$ cat src/rtl/fec_pkg.sv
package fec_pkg;

    typedef enum logic [3:0] {
        ST_READ,
        ST_UNLK1,
        ST_UNLK2,
        ST_SETUP,
        ST_UNLK3,
        ST_UNLK4,
        ST_WINDOW,
        ST_PREPROG,
        ST_ERASE
    } fec_state_e;

    localparam int          CMD_W     = 11;
    localparam logic [10:0] A_FIRST   = 11'h555;
    localparam logic [10:0] A_SECOND  = 11'h2AA;
    localparam logic [7:0]  D_UNLK_A  = 8'hAA;
    localparam logic [7:0]  D_UNLK_B  = 8'h55;
    localparam logic [7:0]  D_SETUP   = 8'h80;
    localparam logic [7:0]  D_CHIP    = 8'h10;
    localparam logic [7:0]  D_SECTOR  = 8'h30;
    localparam logic [7:0]  SEED_MASK = 8'h5A;

    function automatic logic [7:0] status_byte(input logic tgl, input logic closed);
        return {1'b0, tgl, 2'b00, closed, 3'b000};
    endfunction

endpackage

$ cat src/rtl/fec_cmd_fsm.sv
module fec_cmd_fsm
    import fec_pkg::*;
#(
    parameter int ADDR_W  = 11,
    parameter int SEC_W   = 3,
    parameter int WIN_CYC = 12500,
    parameter int PRE_CYC = 200,
    parameter int ERS_CYC = 400,
    parameter int CNT_W   = 15,
    localparam int SEC_N  = 1 << SEC_W
) (
    input  logic              clk,
    input  logic              rst_n,
    input  logic              we,
    input  logic [ADDR_W-1:0] addr,
    input  logic [7:0]        wdata,
    output fec_state_e        st,
    output logic [CNT_W-1:0]  cnt,
    output logic [SEC_N-1:0]  sec_mask,
    output logic              busy,
    output logic              win_closed,
    output logic              tgl_clr,
    output logic              fill_en,
    output logic [7:0]        fill_val
);

    fec_state_e        st_n;
    logic [CNT_W-1:0]  cnt_n;
    logic [SEC_N-1:0]  mask_n;
    logic [SEC_N-1:0]  sec_bit;

    function automatic logic hit(input logic [ADDR_W-1:0] a, input logic [7:0] d,
                                 input logic [10:0] ea, input logic [7:0] ed);
        return (a[CMD_W-1:0] == ea) && (d == ed);
    endfunction

    assign sec_bit = SEC_N'(1) << addr[ADDR_W-1 -: SEC_W];

    // next-state and datapath decisions
    always_comb begin
        st_n     = st;
        cnt_n    = cnt;
        mask_n   = sec_mask;
        tgl_clr  = 1'b0;
        fill_en  = 1'b0;
        fill_val = 8'h00;
        unique case (st)
            ST_READ:  if (we && hit(addr, wdata, A_FIRST, D_UNLK_A)) st_n = ST_UNLK1;
            ST_UNLK1: if (we) st_n = hit(addr, wdata, A_SECOND, D_UNLK_B) ? ST_UNLK2 : ST_READ;
            ST_UNLK2: if (we) st_n = hit(addr, wdata, A_FIRST, D_SETUP)   ? ST_SETUP : ST_READ;
            ST_SETUP: if (we) st_n = hit(addr, wdata, A_FIRST, D_UNLK_A)  ? ST_UNLK3 : ST_READ;
            ST_UNLK3: if (we) st_n = hit(addr, wdata, A_SECOND, D_UNLK_B) ? ST_UNLK4 : ST_READ;
            ST_UNLK4: begin
                if (we) begin
                    if (hit(addr, wdata, A_FIRST, D_CHIP)) begin
                        st_n    = ST_PREPROG;
                        mask_n  = '1;
                        cnt_n   = CNT_W'(PRE_CYC - 1);
                        tgl_clr = 1'b1;
                    end else if (wdata == D_SECTOR) begin
                        st_n    = ST_WINDOW;
                        mask_n  = sec_bit;
                        cnt_n   = CNT_W'(WIN_CYC - 1);
                        tgl_clr = 1'b1;
                    end else begin
                        st_n    = ST_READ;
                    end
                end
            end
            ST_WINDOW: begin
                if (we) begin
                    if (wdata == D_SECTOR) begin
                        mask_n = sec_mask | sec_bit;
                        cnt_n  = CNT_W'(WIN_CYC - 1);
                    end else begin
                        st_n   = ST_READ;
                        mask_n = '0;
                    end
                end else if (cnt == '0) begin
                    st_n  = ST_PREPROG;
                    cnt_n = CNT_W'(PRE_CYC - 1);
                end else begin
                    cnt_n = cnt - 1'b1;
                end
            end
            ST_PREPROG: begin
                if (cnt == '0) begin
                    fill_en  = 1'b1;
                    fill_val = 8'h00;
                    st_n     = ST_ERASE;
                    cnt_n    = CNT_W'(ERS_CYC - 1);
                end else begin
                    cnt_n = cnt - 1'b1;
                end
            end
            ST_ERASE: begin
                if (cnt == '0) begin
                    fill_en  = 1'b1;
                    fill_val = 8'hFF;
                    st_n     = ST_READ;
                    mask_n   = '0;
                end else begin
                    cnt_n = cnt - 1'b1;
                end
            end
            default: begin
                st_n   = ST_READ;
                mask_n = '0;
            end
        endcase
    end

    // state register
    always_ff @(posedge clk or negedge rst_n) begin
        if (!rst_n) begin
            st       <= ST_READ;
            cnt      <= '0;
            sec_mask <= '0;
        end else begin
            st       <= st_n;
            cnt      <= cnt_n;
            sec_mask <= mask_n;
        end
    end

    // state-derived outputs
    always_comb begin
        busy       = (st == ST_WINDOW) || (st == ST_PREPROG) || (st == ST_ERASE);
        win_closed = (st == ST_PREPROG) || (st == ST_ERASE);
    end

endmodule

$ cat src/rtl/fec_array.sv
module fec_array
    import fec_pkg::*;
#(
    parameter int ADDR_W  = 11,
    parameter int SEC_W   = 3,
    localparam int DEPTH  = 1 << ADDR_W,
    localparam int SEC_N  = 1 << SEC_W,
    localparam int SEC_SZ = DEPTH / SEC_N
) (
    input  logic              clk,
    input  logic              rst_n,
    input  logic              fill_en,
    input  logic [7:0]        fill_val,
    input  logic [SEC_N-1:0]  fill_mask,
    input  logic [ADDR_W-1:0] raddr,
    output logic [7:0]        rbyte
);

    logic [7:0] mem [DEPTH];

    always_ff @(posedge clk or negedge rst_n) begin
        if (!rst_n) begin
            for (int i = 0; i < DEPTH; i++) mem[i] <= 8'(i) ^ SEED_MASK;
        end else if (fill_en) begin
            for (int i = 0; i < DEPTH; i++) begin
                if (fill_mask[i / SEC_SZ]) mem[i] <= fill_val;
            end
        end
    end

    assign rbyte = mem[raddr];

endmodule

$ cat src/rtl/fec_status.sv
module fec_status
    import fec_pkg::*;
(
    input  logic       clk,
    input  logic       rst_n,
    input  logic       rd_en,
    input  logic       busy,
    input  logic       win_closed,
    input  logic       tgl_clr,
    input  logic [7:0] arr_byte,
    output logic [7:0] dout,
    output logic       dout_vld
);

    logic tgl;

    always_ff @(posedge clk or negedge rst_n) begin
        if (!rst_n) begin
            tgl      <= 1'b0;
            dout     <= 8'h00;
            dout_vld <= 1'b0;
        end else begin
            if (tgl_clr)             tgl <= 1'b0;
            else if (rd_en && busy)  tgl <= ~tgl;
            dout_vld <= rd_en;
            if (rd_en) dout <= busy ? status_byte(tgl, win_closed) : arr_byte;
        end
    end

endmodule

$ cat src/rtl/flash_erase_ctl.sv
module flash_erase_ctl
    import fec_pkg::*;
#(
    parameter int ADDR_W  = 11,
    parameter int SEC_W   = 3,
    parameter int WIN_CYC = 12500,
    parameter int PRE_CYC = 200,
    parameter int ERS_CYC = 400
) (
    input  logic              clk,
    input  logic              rst_n,
    input  logic              we,
    input  logic              rd_en,
    input  logic [ADDR_W-1:0] addr,
    input  logic [7:0]        wdata,
    output logic [7:0]        dout,
    output logic              dout_vld
);

    localparam int SEC_N = 1 << SEC_W;
    localparam int MAX_A = (WIN_CYC > PRE_CYC) ? WIN_CYC : PRE_CYC;
    localparam int MAX_C = (MAX_A > ERS_CYC) ? MAX_A : ERS_CYC;
    localparam int CNT_W = $clog2(MAX_C) + 1;

    fec_state_e       st;
    logic [CNT_W-1:0] cnt;
    logic [SEC_N-1:0] sec_mask;
    logic             busy, win_closed, tgl_clr, fill_en;
    logic [7:0]       fill_val, arr_byte;

    fec_cmd_fsm #(
        .ADDR_W(ADDR_W), .SEC_W(SEC_W), .WIN_CYC(WIN_CYC),
        .PRE_CYC(PRE_CYC), .ERS_CYC(ERS_CYC), .CNT_W(CNT_W)
    ) u_fsm (
        .clk(clk), .rst_n(rst_n), .we(we), .addr(addr), .wdata(wdata),
        .st(st), .cnt(cnt), .sec_mask(sec_mask), .busy(busy),
        .win_closed(win_closed), .tgl_clr(tgl_clr),
        .fill_en(fill_en), .fill_val(fill_val)
    );

    fec_array #(.ADDR_W(ADDR_W), .SEC_W(SEC_W)) u_array (
        .clk(clk), .rst_n(rst_n), .fill_en(fill_en), .fill_val(fill_val),
        .fill_mask(sec_mask), .raddr(addr), .rbyte(arr_byte)
    );

    fec_status u_status (
        .clk(clk), .rst_n(rst_n), .rd_en(rd_en), .busy(busy),
        .win_closed(win_closed), .tgl_clr(tgl_clr), .arr_byte(arr_byte),
        .dout(dout), .dout_vld(dout_vld)
    );

endmodule

$ cat config.mk
export PLATFORM = sky130hd
export DESIGN_NAME = flash_erase_ctl
export DESIGN_NICKNAME = d
export VERILOG_FILES = /design/src/rtl/fec_pkg.sv /design/src/rtl/fec_cmd_fsm.sv /design/src/rtl/fec_array.sv /design/src/rtl/fec_status.sv /design/src/rtl/flash_erase_ctl.sv
export SDC_FILE = /design/constraint.sdc
export NUM_CORES = 1
export LEC_CHECK = 0
export CAP_MARGIN = 20
export CORE_MARGIN = 2
export CORE_UTILIZATION = 50
export CTS_CLUSTER_SIZE = 20
export DETAILED_ROUTE_END_ITERATION = 8
export PLACE_DENSITY_LB_ADDON = 0.15
export SLEW_MARGIN = 20
export SYNTH_ARGS = -nofsm -noshare
export SYNTH_HDL_FRONTEND = slang
export SYNTH_HIERARCHICAL = 1
export SYNTH_SLANG_ARGS = --single-unit
$ cat constraint.sdc
create_clock -name clk -period 4.44 [get_ports clk]
set_input_delay 0.888 -clock clk [delete_from_list [all_inputs] [get_ports clk]]
set_output_delay 0.888 -clock clk [all_outputs]
set_load 0.1 [all_outputs]
* Yosys cells after proc, flatten, opt, wreduce, memory -nomap -nowiden
Cells that the tools add are included.
Storage, ports and cells: flip-flop bits (word level) 16421, output and inout port bits 9
Cells by class: add/sub/neg operators 1, magnitude comparators 1, equality and inequality tests 28, shift-type cells 1, muxes and demuxes 47, bitwise gates (word level) 4, reduce and logical (&&, ||, !) cells 26
Operators with widths (count):
- 2-to-1 mux 15 bit | 7
- binary-select mux 8 bit (select 11 bit) | 1
- 2-to-1 mux 8 bit | 11
- one-hot mux 15 bit (4 select lines) | 1
- 2-to-1 mux 4 bit | 12
- one-hot mux 4 bit (9 select lines) | 1
- one-hot mux 8 bit (4 select lines) | 1
- == test 4 x 3 -> 1 bit, second input constant | 4
- == test 8 bit, second input constant | 2
- AND reduction 2 bit | 8
- logical NOT 15 bit | 1
- subtractor 15 x 1 -> 15 bit, second input constant | 1
- != test 2 bit, second input constant | 7
- greater-or-equal comparator 12 bit, second input constant | 1
- NOT 11 -> 12 bit | 1
- == test 11 x 10 -> 1 bit, second input constant | 1
- == test 11 bit, second input constant | 1
- AND reduction 10 bit | 1
- 2-to-1 mux 3 bit | 3
- == test 4 x 2 -> 1 bit, second input constant | 2
- == test 8 x 5 -> 1 bit, second input constant | 1
- == test 8 x 6 -> 1 bit, second input constant | 1
- == test 8 x 7 -> 1 bit, second input constant | 1
- 2-to-1 mux 1 bit | 8
- other kinds (19) | 30

* Longest topological paths before layout
Gate-level depths: netlist (run 1).
depth in word-level cells 6, mapped depth 11, gate-level depth less buffers 7

* By module
Netlist (run 1), hierarchy kept.
By module, submodules not included:
- fec_array | times used 1, cells each 411, area an instance 5779.3 µm², sequential area each 3283.1 µm²
- fec_cmd_fsm | times used 1, cells each 268, area an instance 2381.0 µm², sequential area each 675.6 µm²
- fec_status | times used 1, cells each 40, area an instance 445.4 µm², sequential area each 250.2 µm²

* Least setup slack after synthesis (run 1)
Ideal clock, no wire load.
kind input to register, start point input port wdata[0], end point register u_fsm.st[0], arrival time 2383 ps, slack 1929 ps, cell stages on the path 5, cells stage by stage nor4b_2 and4_1 a21oi_1 a2111oi_4 mux2_1
On the way: cells in the longest elaborated chain, start to end 5
RTL lines:
- from (decl) | RTL line flash_erase_ctl.sv:15 | input logic [7:0] wdata,
- == test 8 x 5 -> 1 bit, or another cell as far along | RTL line fec_cmd_fsm.sv:34 | return (a[CMD_W-1:0] == ea) && (d == ed);
- logical AND 1 bit | RTL line fec_cmd_fsm.sv:34
- 2-to-1 mux 4 bit, or another cell as far along | RTL line fec_cmd_fsm.sv:55 | if (hit(addr, wdata, A_FIRST, D_CHIP)) begin
- 2-to-1 mux 4 bit, or another cell as far along | RTL line fec_cmd_fsm.sv:54 | if (we) begin
- one-hot mux 4 bit (9 select lines) or AND reduction 10 bit (tied branches)
- to (signal assigned) | RTL line fec_cmd_fsm.sv:120 | st <= st_n;
- to (decl) | RTL line fec_cmd_fsm.sv:17 | output fec_state_e st,
Several ways; a longest one is shown, not always the timed one. The select of a mux whose other input is x is not followed. A chain may end at the register's enable or synchronous reset.

* Worst setup path in the final report (run 1)
start point register u_fsm.st[0], end point register u_array/mem[7678] (netlist bit)
On the way: cells in the longest elaborated chain, start to end 4
RTL lines:
- == test 4 bit or == test 4 x 3 -> 1 bit (tied branches) | RTL line fec_cmd_fsm.sv:47 | unique case (st)
- OR reduction 2 bit (no source line) (*)
- 2-to-1 mux 1 bit (*)
- via fill_en | RTL line flash_erase_ctl.sv:28 | logic busy, win_closed, tgl_clr, fill_en;
- AND reduction 2 bit (no source line) (*)
- to (signal, indexed assignment) | RTL line fec_array.sv:26 | if (fill_mask[i / SEC_SZ]) mem[i] <= fill_val;
- to (decl) | RTL line fec_array.sv:19 | logic [7:0] mem [DEPTH];
Mark *: on every way through the listed nets, which the timed path passes. The rest lies on a longest branch.

==> results.toml, run 1 <==
[cells_and_area]
regArea_sq_mm = 0.00421
final_cell_mix = "a21o_1, dfrtp_1, and3_1, dfstp_2, clkdlybuf4s50_1"
drive_gt1_share_pct = 19.5
multiInputGateArea_sq_mm = 0.00409
final_common_cell = "a21o_1"
antenna_cells = 0
area_growth_pct = 11.9
fin_cells = 969
nets = 761
n_fill_cell = 1375

[setup_path]
rr_worst_depth = 6
crit_family = "simple AND/OR/NAND/NOR gates"
cpPeakStageDelay_ps = 700
crit_type = "reg -> reg"
start_kind = "register"
end_kind = "register"
r2r-end = "u_array/mem[7678]$_DFFE_PN0P_"
path_max_fanout = 60
r2r_slack_ps = 1210
cp.required_ps = 4750
cp_num_buf_inv = 1
crit_path_top_delay_cell = "nor4b_4"
crit_path_cell_trace = "nor4b_4 -> a21oi_1 -> nor2_4 -> buf_12 -> nand2_1 -> a21o_1"
r2r_start = "u_fsm/st[0]$_DFFE_PN0P_"
cp.arrival_ps = 3540

[pwr]
p_per_area_mw_per_mm2 = 328
vdd_drop_max_v = 0.000355
p_comb_share_pct = 5.9
pwr-share-seq_pct = 49.0
leakagePower_nw = 5.40
swShare_pct = 24.3
power.total_w = 0.00316
internal_power_w = 0.00239
clkPwrFrac_pct = 45.1
switchingPower_w = 0.000769

[synthesis]
ys_seq_area_share_pct = 48.9
synth-edff-count = 0
synth_nets = 744
ys_async_sr_fraction_pct = 100
yosysWarnings = 6
ys_seq_elements = 165
synth.distinct_cells = 93
synth_top_area_cell = "dfrtp_1"
synth_top_flop_cell = "dfrtp_1"
synth_top_area_share_pct = 29.4
synth_area_sq_mm = 0.00861
synthCells = 719
synth_area_leaders = "dfrtp_1, dfstp_2, a21o_1, mux4_1, and3_1"
synth_area_per_cell_sq_um = 12.0

[sta]
worst_slew_pin_slew_ps = 990
skew_ps = 12.6
finalHoldViolCount = 0
finalCritPeriodShare_pct = 72.7
slew_violations = 0
rsz0062_at_grt = "no"
max_slew_margin_pct = 34.0
fin_crit_ps = 3230
fin_tns_setup_ps = 0
setup_viol_count_final = 0
setup_ws_ps = 1210
max_freq_ghz = 0.310

[clock_tree]
cts_setup_buffers = 0
holdBufCountCts = 0
cts_tree = "built"
clk_path_buf_depth = 2
clkLatencyLatePin_ps = 430
numCtsBuffers = 17
htreeDepth = 4
cts_resized = 0
clock-sinks = 165
clock-root-buffer = "clkbuf_16"
clk_pin_slew_worst_paths_ps = 70

[detailed_routing]
firstDrtPassIters = 6
ant_nets = 0
num_vias = 6217
drc_errors = 0
drt_wl_total_mm = 21.0
drtIter0Drc = 541
vias_per_cell = 6.42
wire_per_inst_microns = 21.7

[placed_design]
hpwl_mm = 13.8
dp_cells = 937
place.gp.congestion = 0.925
post-place-ws_ps = 1110
portBuffers = 31

[min_path]
min_to = "u_array/mem[4027]$_DFFE_PN0P_"
hold_path.class = "reg -> reg"
whs_path_depth = 1
worstHoldStart = "u_array/mem[4027]$_DFFE_PN0P_"

[global_routing]
antenna_found_initial = 0
grt_pass1_vias = 6288
grt_pass1_wl_mm = 34.2
grt_max_degree = 107
grt-ovfl-total = 0
grt_usage_pct = 24.4

[floorplan]
row_count = 47
start_util_pct = 51.5
core-area_sq_mm = 0.0167
dieWidth_microns = 135
dieHeight_microns = 135
io_pins = 32
die-area_sq_mm = 0.0183

[flow_run]
drv_cap = 0

[run_status]
status = "finished clean"
==> layer usage <==
metal / track usage, % / vias up / wire (microns)
li1: - / 2800 / -
met1: 33.3 / 3193 / 9050
met2: 39.6 / 192 / 10400
met3: 4.75 / 32 / 1160
met4: 8.33 / 0 / 404
met5: 0 / - / 0
==> power by group through the flow <==
stage          combinational [W]  sequential, W  clock (W)
6_report                0.000187        0.00155    0.00143
5_1_grt                 0.000203        0.00155    0.00153
4_1_cts                 0.000189        0.00155    0.00146
3_5_place_dp            0.000188        0.00157          0
3_3_place_gp            0.000185        0.00157          0
2_1_floorplan           0.000108        0.00156          0
==> synthesized netlist by cell type (3+ instances only) <==
library cell  instances
a21bo_2               3
a21o_1              129
a21oi_1              15
a21oi_2               3
a22o_1                8
a22oi_1              16
a31oi_1               9
and3_1               71
buf_2                20
buf_4                10
buf_6                 4
clkbuf_1             11
dfrtp_1             101
dfstp_2              64
inv_1                14
mux2_1                3
mux4_1               28
mux4_2                4
nand2_1              29
nand2b_1              6
nand3_1              14
nand3b_1              8
nand4_1               8
nor2_1               16
nor2b_1               6
nor3_1               12
nor3b_1               4
nor4b_1               3
o211ai_1              3
o21ai_0               8
o21ai_1               7
o22ai_1               4
or3_1                 4
xor2_1                3
==> layout make-up <==
| class | count | share of cell area (%) |
|---|---|---|
| flip-flops and latches | 165 | 43.7 |
| inverters | 15 | 0.585 |
| multi-input cells | 492 | 42.4 |
| well taps | 220 | 2.86 |
| clock inverters | 13 | 1.27 |
| clock buffers | 19 | 4.70 |
| repair buffers | 45 | 4.46 |
==> through the flow <==
stage	area (sq um)	utilization [%]	hold WS, ps
final	9630	57.7	469
after global routing	9630	57.7	483
after CTS	9630	57.7	472
after detailed placement	9060	54.2	458
after global placement	9060	54.2	450
after floorplan	8610	-	441
==> flip-flops by register name (all words and copies together), names as in the netlist <==
register and flops:
u_array/mem 128, u_fsm/st 4, u_status/tgl 1, u_status/dout 8, u_fsm/cnt 15, u_fsm/sec_mask 8, u_status/dout_vld 1
==> kinds of logic (layout without fill, tap and decap cells) <==
| family | Yosys count | after routing | synth area share [%] |
|---|---|---|---|
| compound gates | 233 | 233 | 20.7 |
| xor+xnor | 4 | 4 | 0.407 |
| fa+ha+maj | 2 | 2 | 0.291 |
| buf+inv | 62 | 92 | 3.78 |
| flops | 165 | 165 | 48.9 |
| mux | 38 | 38 | 10.4 |
| simple gates | 215 | 215 | 15.6 |
==> worst max-delay path by stage <==
| stage | startpoint | endpoint | slack [ps] | cells after the start |
|---|---|---|---|---|
| after detailed placement | addr[0] | u_fsm/st[2]$_DFFE_PN0P_ | 1110 | 6 |
| after CTS | u_fsm/st[0]$_DFFE_PN0P_ | u_array/mem[7678]$_DFFE_PN0P_ | 1290 | 6 |
| final | u_fsm/st[0]$_DFFE_PN0P_ | u_array/mem[7678]$_DFFE_PN0P_ | 1210 | 6 |
| after global routing | u_fsm/st[0]$_DFFE_PN0P_ | u_array/mem[7678]$_DFFE_PN0P_ | 1020 | 6 |
| after global placement | addr[0] | u_fsm/cnt[4]$_DFFE_PN0P_ | 1130 | 6 |
| after floorplan | wdata[0] | u_fsm/st[0]$_DFFE_PN0P_ | 1930 | 5 |
Power figures use the tool's default switching activity.
==> run 2, diff against run 1 <==
==> constraint.sdc (replaced) <==
create_clock -name clk -period 3.08 [get_ports clk]
set_input_delay 0.616 -clock clk [delete_from_list [all_inputs] [get_ports clk]]
set_output_delay 0.616 -clock clk [all_outputs]
set_load 0.1 [all_outputs]
==> results.toml, run 2 (synthesis gave the netlist of run 1 again) <==
[setup_path]
cp.arrival_ps = 3140
crit_path_cell_trace = "and3b_1 -> a21oi_1 -> nor2_4 -> nand2_1 -> a21o_1"
end_kind = "register"
path_max_fanout = 17
cp_num_buf_inv = 0
crit_type = "reg -> reg"
cpPeakStageDelay_ps = 590
start_kind = "register"
cp.required_ps = 3390
crit_path_top_delay_cell = "dfrtp_1"
crit_family = "simple AND/OR/NAND/NOR gates"

[sta]
finalHoldViolCount = 0
setup_ws_ps = 258
skew_ps = 9.74
max_slew_margin_pct = 48.7
max_freq_ghz = 0.354
fin_crit_ps = 2820
fin_tns_setup_ps = 0
worst_slew_pin_slew_ps = 762
rsz0062_at_grt = "no"
slew_violations = 0
setup_viol_count_final = 0
finalCritPeriodShare_pct = 91.6

[floorplan]
dieHeight_microns = 135
dieWidth_microns = 135
start_util_pct = 51.5
io_pins = 32
row_count = 47
core-area_sq_mm = 0.0167
die-area_sq_mm = 0.0183

[pwr]
clkPwrFrac_pct = 46.8
leakagePower_nw = 5.56
p_comb_share_pct = 6.1
switchingPower_w = 0.00114
p_per_area_mw_per_mm2 = 483
internal_power_w = 0.00360
vdd_drop_max_v = 0.000422
swShare_pct = 24.0
pwr-share-seq_pct = 47.1

[cells_and_area]
antenna_cells = 0
largest_reg_flops = 128
drive_gt1_share_pct = 22.8
largestRegisters = "u_array/mem (128), u_fsm/cnt (15)"
nets = 781
final_common_cell = "a21o_1"
n_fill_cell = 1406
design_area_sq_mm = 0.00982
largest_register = "u_array/mem"
area_growth_pct = 14.2
final_cell_mix = "a21o_1, dfrtp_1, and3_1, dfstp_2, buf_4"

[clock_tree]
cts_tree = "built"
clkLatencyLatePin_ps = 430
clk_path_buf_depth = 2
numCtsBuffers = 17
clock-root-buffer = "clkbuf_16"
clk_pin_slew_worst_paths_ps = 70
clock-sinks = 165
cts_resized = 0
cts_setup_buffers = 0
htreeDepth = 4
holdBufCountCts = 0

[min_path]
hold_path.class = "in -> async"

[global_routing]
grt_pass1_vias = 6511
grt_max_degree = 83
grt-ovfl-total = 0
grt_pass1_wl_mm = 35.9
antenna_found_initial = 0
grt_usage_pct = 25.8

[detailed_routing]
drt_wl_total_mm = 22.4
firstDrtPassIters = 5
drtIter0Drc = 618
num_vias = 6367
ant_nets = 0
wire_per_inst_microns = 22.6
drc_errors = 0
vias_per_cell = 6.44

[placed_design]
placed_cell_area_sq_mm = 0.00921
hpwl_mm = 15.3
portBuffers = 31
post-place-ws_ps = 35.8
place.gp.congestion = 0.896

[flow_run]
drv_cap = 0

[run_status]
status = "finished clean"
==> run 2: changes by cell type in the layout (fill, tap and decap cells not counted), sizes merged <==
| cell | before | now |
|---|---|---|
| buf | 15 | 44 |
| bufinv | 1 | 3 |
| clkbuf | 19 | 18 |
| clkdlybuf4s50 | 30 | 21 |
| clkinv | 6 | 8 |
| clkinvlp | 4 | 2 |
| inv | 17 | 16 |
==> run 2: area by class of cell <==
type | instances | area, sq um | share of cell area [%]
clock inverters | 14 | 176 | 1.80
repair buffers | 65 | 582 | 5.92
well taps | 220 | 275 | 2.80
multi-input cells | 492 | 4090 | 41.6
clock buffers | 18 | 439 | 4.47
flip-flops and latches | 165 | 4210 | 42.8
inverters | 15 | 56.3 | 0.573
==> run 2: power by group through the flow <==
stage	combinational [W]	clock (W)	sequential, W
floorplan	0.000156	0	0.00225
global placement	0.000285	0	0.00227
detailed placement	0.000290	0	0.00227
CTS	0.000291	0.00226	0.00223
global route	0.000310	0.00235	0.00224
finish	0.000288	0.00222	0.00223
==> run 2: worst paths after layout <==
kind | start | to | slack (ps) | cells after the start
setup / recovery | u_fsm/st[2]$_DFFE_PN0P_ | u_array/mem[14313]$_DFFE_PN0P_ | 260 | 5
hold / removal | rst_n | u_array/mem[14333]$_DFFE_PN0P_ | 230 | 1
setup reg to reg | u_fsm/st[2]$_DFFE_PN0P_ | u_array/mem[14313]$_DFFE_PN0P_ | 260 | 5
hold reg to reg | u_array/mem[16315]$_DFFE_PN0P_ | u_array/mem[16315]$_DFFE_PN0P_ | 470 | 1
max in group asynchronous | rst_n | u_array/mem[16125]$_DFFE_PN1P_ | 2040 | 2
min in group clk | u_array/mem[16315]$_DFFE_PN0P_ | u_array/mem[16315]$_DFFE_PN0P_ | 470 | 1
==> run 2: through the flow <==
step / power, W / utilization, % / cells / hold slack (ps)
finish: 0.00474 / 58.8 / 989 / 232
global route: 0.00490 / 58.8 / 989 / 283
CTS: 0.00478 / 58.8 / 989 / 265
detailed placement: 0.00256 / 55.1 / 957 / 458
global placement: 0.00255 / 55.1 / 957 / 450
floorplan: 0.00240 / - / 719 / 320
==> run 2: worst register-to-register path: cells and delay by family (launching register included) <==
kind / cells / cell delay (ps)
flops: 1 / 590
simple gates: 3 / 1510
compound gates: 2 / 610
==> run 2: layer usage <==
metal / vias up / global-route usage (%) / part of all wire (%)
li1: 2828 / - / -
met1: 3313 / 35.7 / 45
met2: 200 / 42.1 / 48
met3: 26 / 4.38 / 4.6
met4: 0 / 8.10 / 1.5
met5: - / 0 / 0
